**config.mk**
```make
export PLATFORM = sky130hd
export DESIGN_NAME = deint_addr_gen
export DESIGN_NICKNAME = d
export VERILOG_FILES = /design/src/rtl/deint_addr_gen.sv
export SDC_FILE = /design/constraint.sdc
export NUM_CORES = 1
export LEC_CHECK = 0
export CAP_MARGIN = 20
export CELL_PAD_IN_SITES_DETAIL_PLACEMENT = 2
export CELL_PAD_IN_SITES_GLOBAL_PLACEMENT = 2
export CORE_UTILIZATION = 32
export DETAILED_ROUTE_END_ITERATION = 10
export PLACE_DENSITY = 0.85
export SLEW_MARGIN = 20
export SYNTH_ARGS = -nofsm -noshare
export SYNTH_HDL_FRONTEND = slang
export SYNTH_SLANG_ARGS = --single-unit
```
**constraint.sdc**
```tcl
create_clock -name clk -period 7.5 [get_ports clk]
set_clock_uncertainty 0.1 [all_clocks]
set_input_delay 1.125 -clock clk [delete_from_list [all_inputs] [get_ports clk]]
set_output_delay 1.125 -clock clk [all_outputs]
set_load 0.03 [all_outputs]
```
**src/rtl/deint_addr_gen.sv**
```systemverilog
module deint_addr_gen #(
  parameter int AW = 11
) (
  input  logic          clk,
  input  logic          rst_n,
  input  logic          start,
  input  logic          en,
  input  logic [1:0]    mod_sel,
  input  logic          cols12,
  input  logic [AW-1:0] ncbps,
  output logic [AW-1:0] addr,
  output logic          addr_vld,
  output logic          blk_end
);

  logic          act;
  logic [AW-1:0] cfg_n;
  logic          cfg_d12;
  logic [1:0]    cfg_s;
  logic [AW-1:0] fpos, fpos_d;
  logic [3:0]    seg;
  logic [1:0]    sub, rot;

  logic [1:0]    in_s;
  logic          in_ok;
  logic [AW-1:0] d_val;
  logic          fast_last, seg_last, fire;
  logic [2:0]    rsum;
  logic [1:0]    rmod;
  logic [AW-1:0] fpos_r;

  always_comb begin
    case (mod_sel)
      2'd0:    in_s = 2'd1;
      2'd1:    in_s = 2'd2;
      2'd2:    in_s = 2'd3;
      default: in_s = 2'd0;
    endcase
  end

  always_comb begin
    case ({cols12, mod_sel})
      3'b000:  in_ok = (ncbps % AW'(16)) == '0;
      3'b001:  in_ok = (ncbps % AW'(32)) == '0;
      3'b010:  in_ok = (ncbps % AW'(48)) == '0;
      3'b100:  in_ok = (ncbps % AW'(12)) == '0;
      3'b101:  in_ok = (ncbps % AW'(24)) == '0;
      3'b110:  in_ok = (ncbps % AW'(36)) == '0;
      default: in_ok = 1'b0;
    endcase
  end

  assign d_val     = cfg_d12 ? AW'(12) : AW'(16);
  assign fast_last = ({1'b0, fpos_d} + {1'b0, d_val}) == {1'b0, cfg_n};
  assign seg_last  = seg == (cfg_d12 ? 4'd11 : 4'd15);
  assign fire      = act & en & ~start;

  assign rsum   = {1'b0, sub} + {1'b0, rot};
  assign rmod   = (rsum >= {1'b0, cfg_s}) ? 2'(rsum - {1'b0, cfg_s}) : rsum[1:0];
  assign fpos_r = fpos - AW'(sub) + AW'(rmod);

  assign addr     = (cfg_d12 ? (fpos_r << 3) + (fpos_r << 2) : (fpos_r << 4)) + AW'(seg);
  assign addr_vld = fire;
  assign blk_end  = fire & fast_last & seg_last;

  always_ff @(posedge clk) begin
    if (!rst_n) begin
      act     <= 1'b0;
      cfg_n   <= '0;
      cfg_d12 <= 1'b0;
      cfg_s   <= 2'd1;
      fpos    <= '0;
      fpos_d  <= '0;
      seg     <= '0;
      sub     <= '0;
      rot     <= '0;
    end else if (start) begin
      act     <= in_ok && (ncbps != '0);
      cfg_n   <= ncbps;
      cfg_d12 <= cols12;
      cfg_s   <= (in_s == 2'd0) ? 2'd1 : in_s;
      fpos    <= '0;
      fpos_d  <= '0;
      seg     <= '0;
      sub     <= '0;
      rot     <= '0;
    end else if (fire) begin
      if (fast_last) begin
        fpos   <= '0;
        fpos_d <= '0;
        sub    <= '0;
        if (seg_last) begin
          act <= 1'b0;
          seg <= '0;
          rot <= '0;
        end else begin
          seg <= seg + 4'd1;
          rot <= (rot == cfg_s - 2'd1) ? 2'd0 : rot + 2'd1;
        end
      end else begin
        fpos   <= fpos + AW'(1);
        fpos_d <= fpos_d + d_val;
        sub    <= (sub == cfg_s - 2'd1) ? 2'd0 : sub + 2'd1;
      end
    end
  end

endmodule


```
==> results.txt <==
----------------------------------------------------
[Status]
  Status ... complete, no violations

[Pwr]
  Overall Power ... roughly 620 uW
  Cell Pwr Density ... 124 nW/um^2
  Leak pwr ... 1.93 nW
  Worst VDD drop ... 0.0000720 V

[Place]
  DP Wirelength ... 10400 um
  Gpl congestion ... approximately 0.82
  Number of port buffers ... 30
  Number of cells in the design after placement ... 758
  Post-Place Cell Area ... 4850 sq um

[Detailed routing]
  Total number of vias ... roughly 4300
  1st-iter DRT viols ... 193
  Routed len/inst ... 18.2 um
  Pre-antenna DRT Iters ... 4
  Ratio of routed vias to standard cells ... 5.64
  Final routed wirelength across all metal layers ... 13900 um
  Residual DRC count ... 0
  Count of nets left with antenna violations after detail routing ... 0

[Floorplan]
  Vert. Die Dim ... around 120 um
  Core ar. ... 13500 sq um
  Total I/O pin count ... 31
  Area of the die ... 14500 sq um
  Starting density of the core ... 0.333
  Horizontal die dimension ... 120 um
  Row count ... 42

[Yosys]
  Post-synthesis register bit count ... 41
  Number of enable-type register cells in the synthesized netlist ... 0
  Synth top area share ... 0.183
  Mapped Area ... roughly 4500 sq um
  Count leader, synth ... sky130_fd_sc_hd__nor2_1
  YS warnings ... 0
  Dominant cells by area after synthesis ... sky130_fd_sc_hd__dfxtp_1 (18%), sky130_fd_sc_hd__ha_1 (9.5%), sky130_fd_sc_hd__xnor2_1 (5.7%)
  Net count after synthesis ... about 640
  Gate count of the mapped netlist ... 585
  Predominant post-synthesis flop cell ... sky130_fd_sc_hd__dfxtp_1
  Synth cell types ... 72
  Seq/Total Area, Yosys ... 0.183
  Mean post-synth cell area ... 7.66 sq um
  Share of async-settable or async-resettable flops after synthesis ... 0
  Most numerous cell types in the synthesized netlist ... sky130_fd_sc_hd__nor2_1 (52), sky130_fd_sc_hd__a21oi_1 (43), sky130_fd_sc_hd__dfxtp_1 (41)
  Post-synth top area cell ... sky130_fd_sc_hd__dfxtp_1

[Job]
  Max capacitance violation total ... 0

[Timing]
  Count of endpoints failing hold in the final timing report ... 0
  Unrepaired setup endpoints after global routing ... no
  Fin Setup TNS ... 0 ns
  Part of the cycle the worst path needs ... 0.943
  Number of max-slew violations in the final report ... 0
  Worst slew margin ... 0.324
  Achievable clock frequency ... 141 MHz
  Slew @ Worst Pin ... 1.01 ns
  Time the worst path needs with I/O delays and setup ... 7.08 ns
  Finish-stage setup viols ... 0

[Critical path]
  Worst path slowest cell ... sky130_fd_sc_hd__clkdlybuf4s50_1
  Setup crit start ... sub[0]
  Critical Path Start Type ... flop
  Category of the most critical setup path ... reg2out
  Critical path peak fanout ... 6
  Peak per-stage delay on the critical path ... 0.69 ns
  Endpoint kind of the worst setup timing path ... output pin
  CP required ... between 6 and 7 ns
  Startpoint of the worst register-to-register path ... cfg_d12
  Cells along the critical path ... ha_1 > fa_1 > ha_1 > nand2b_1 > o21ai_0 > a21oi_1 > fa_1 > fa_1 > xor2_1 > ha_1 > a21o_1 > a21oi_1 > xor2_1 > nand2_1 > o21ai_0 > nor4_2 > xnor2_1 > clkdlybuf4s50_1
  Arrival @ worst endpoint ... 5.85 ns

[Finish]
  Number of diodes added for antenna fixing ... 0
  Final non-filler cell total ... roughly 770
  Cell area after layout ... 5000 sq um
  Fraction of layout instances using a drive strength above 1 ... 0.0475
  Syn-to-layout area delta ... 11.6%
  Number of nets in the layout ... 647

[Global routing]
  GRT overflow ... 0
  Via count of the first global-routing pass ... 4775
  Global-route wire length before repair ... 24200 um
  Initial antenna violation count ... 0
  Global-route total usage across every layer ... 0.203
  Largest net degree at the start of global routing ... 37

[CTS]
  CTS root buffer ... sky130_fd_sc_hd__clkbuf_16
  Clock buffers created by TritonCTS ... 5
  Post-CTS setup buffer count ... 0
  Maximum level of the CTS H-tree ... 2
  Clock insertion delay at the later pin of the skew report ... 0.29 ns
  TritonCTS clock tree ... done
  # clock sinks ... 41
  Clock transition at the registers of the reported paths ... 0.06 ns
  Clk buf depth ... 2

[Min path]
  Startpoint of the tightest hold check path ... seg[1]
  Class of the worst hold path ... reg2reg

----------------------------------------------------
-- final cells by class --
class / instances / area [sq um]
Fill cell: 1554 / 8450
Multi-Input combinational cell: 479 / 3390
Inverter: 28 / 105
Tap cell: 176 / 220
Timing Repair Buffer: 34 / 325
Clock buffer: 5 / 125
Clock inverter: 3 / 17.5
Sequential cell: 41 / 821
-- cell families (layout without fill, tap and decap cells) --
kind of cell	Yosys count	count (layout)	share of synthesized area
flops	41	41	0.183
fa+ha+maj	40	40	0.122
compound gates	147	147	0.221
buf+inv	65	70	0.0639
mux	27	27	0.0637
simple gates	220	220	0.259
xor+xnor	45	45	0.0880
-- report_power, final --
group	leakage (nW)	switching [mW]	internal [mW]
clock network	0.0696	0.0961	0.122
registers	0.333	0.00561	0.222
logic	1.53	0.104	0.0712
total	1.93	0.206	0.416
-- worst max-delay path, delay by kind of cell (launching register included) --
kind            cells  cell delay, ns
buf+inv             1            0.69
simple gates        3            0.62
fa+ha+maj           6            2.31
xor+xnor            3            0.65
flops               1            0.43
compound gates      5            0.86
-- registers in the layout (all words and copies together) (netlist names) --
signal	count
act	1
cfg_d12	1
cfg_n	11
cfg_s	2
fpos	9
fpos_d	9
rot	2
seg	4
sub	2
-- through the flow --
step | util | hold slack, ns | setup slack, ns
4_1_cts | 0.371 | 0.422 | 0.101
5_1_grt | 0.372 | 0.442 | 0.0235
6_report | 0.372 | 0.420 | 0.424
3_5_place_dp | 0.360 | 0.388 | 0.301
3_3_place_gp | 0.360 | 0.372 | 0.593
2_1_floorplan | - | 0.358 | 1.07
-- layer usage --
layer  vias to the layer above  global-route usage  routed length, um
li1                       2102                   -                  -
met1                      2177               0.271               6860
met2                        32               0.352               6730
met3                        10              0.0222                195
met4                         0              0.0378                129
met5                         -                   0                  0
-- final timing paths --
| check | endpoint | slack, ns | cells past startpoint |
|---|---|---|---|
| hold reg to reg | seg[1] | 0.42 | 2 |
| setup / recovery | addr[7] | 0.42 | 18 |
| hold / removal | seg[1] | 0.42 | 2 |
| setup reg to reg | rot[1] | 3.02 | 9 |
-- what timing repair did --
action                                  in CTS  in global routing
endpoints found under the setup margin       1                  4
hold buffers                                 0                  0
gates resized for setup                      1                  6
-- cell usage in the layout (no fill, tap or decap), types with 4 or more instances in the layout --
| cell | n |
|---|---|
| sky130_fd_sc_hd__nand3b_1 | 5 |
| sky130_fd_sc_hd__ha_1 | 34 |
| sky130_fd_sc_hd__or3_1 | 8 |
| sky130_fd_sc_hd__o31ai_1 | 4 |
| sky130_fd_sc_hd__nand2_1 | 40 |
| sky130_fd_sc_hd__mux2i_1 | 24 |
| sky130_fd_sc_hd__xnor2_1 | 29 |
| sky130_fd_sc_hd__a31oi_1 | 6 |
| sky130_fd_sc_hd__nor4_1 | 5 |
| sky130_fd_sc_hd__a21oi_1 | 43 |
| sky130_fd_sc_hd__nor3b_1 | 4 |
| sky130_fd_sc_hd__o21a_1 | 5 |
| sky130_fd_sc_hd__nor2_1 | 52 |
| sky130_fd_sc_hd__a211oi_1 | 12 |
| sky130_fd_sc_hd__clkbuf_16 | 5 |
| sky130_fd_sc_hd__a21o_1 | 9 |
| sky130_fd_sc_hd__buf_4 | 4 |
| sky130_fd_sc_hd__xor2_1 | 16 |
| sky130_fd_sc_hd__dfxtp_1 | 41 |
| sky130_fd_sc_hd__fa_1 | 6 |
| sky130_fd_sc_hd__nand2b_1 | 15 |
| sky130_fd_sc_hd__and2_1 | 6 |
| sky130_fd_sc_hd__o21bai_1 | 4 |
| sky130_fd_sc_hd__nor4bb_1 | 4 |
| sky130_fd_sc_hd__and3_1 | 5 |
| sky130_fd_sc_hd__nand3_1 | 17 |
| sky130_fd_sc_hd__nor3_1 | 18 |
| sky130_fd_sc_hd__clkdlybuf4s50_1 | 26 |
| sky130_fd_sc_hd__inv_1 | 25 |
| sky130_fd_sc_hd__nor2b_1 | 27 |
| sky130_fd_sc_hd__o21ai_0 | 24 |
Note: power is estimated with default switching activity, not from simulation.
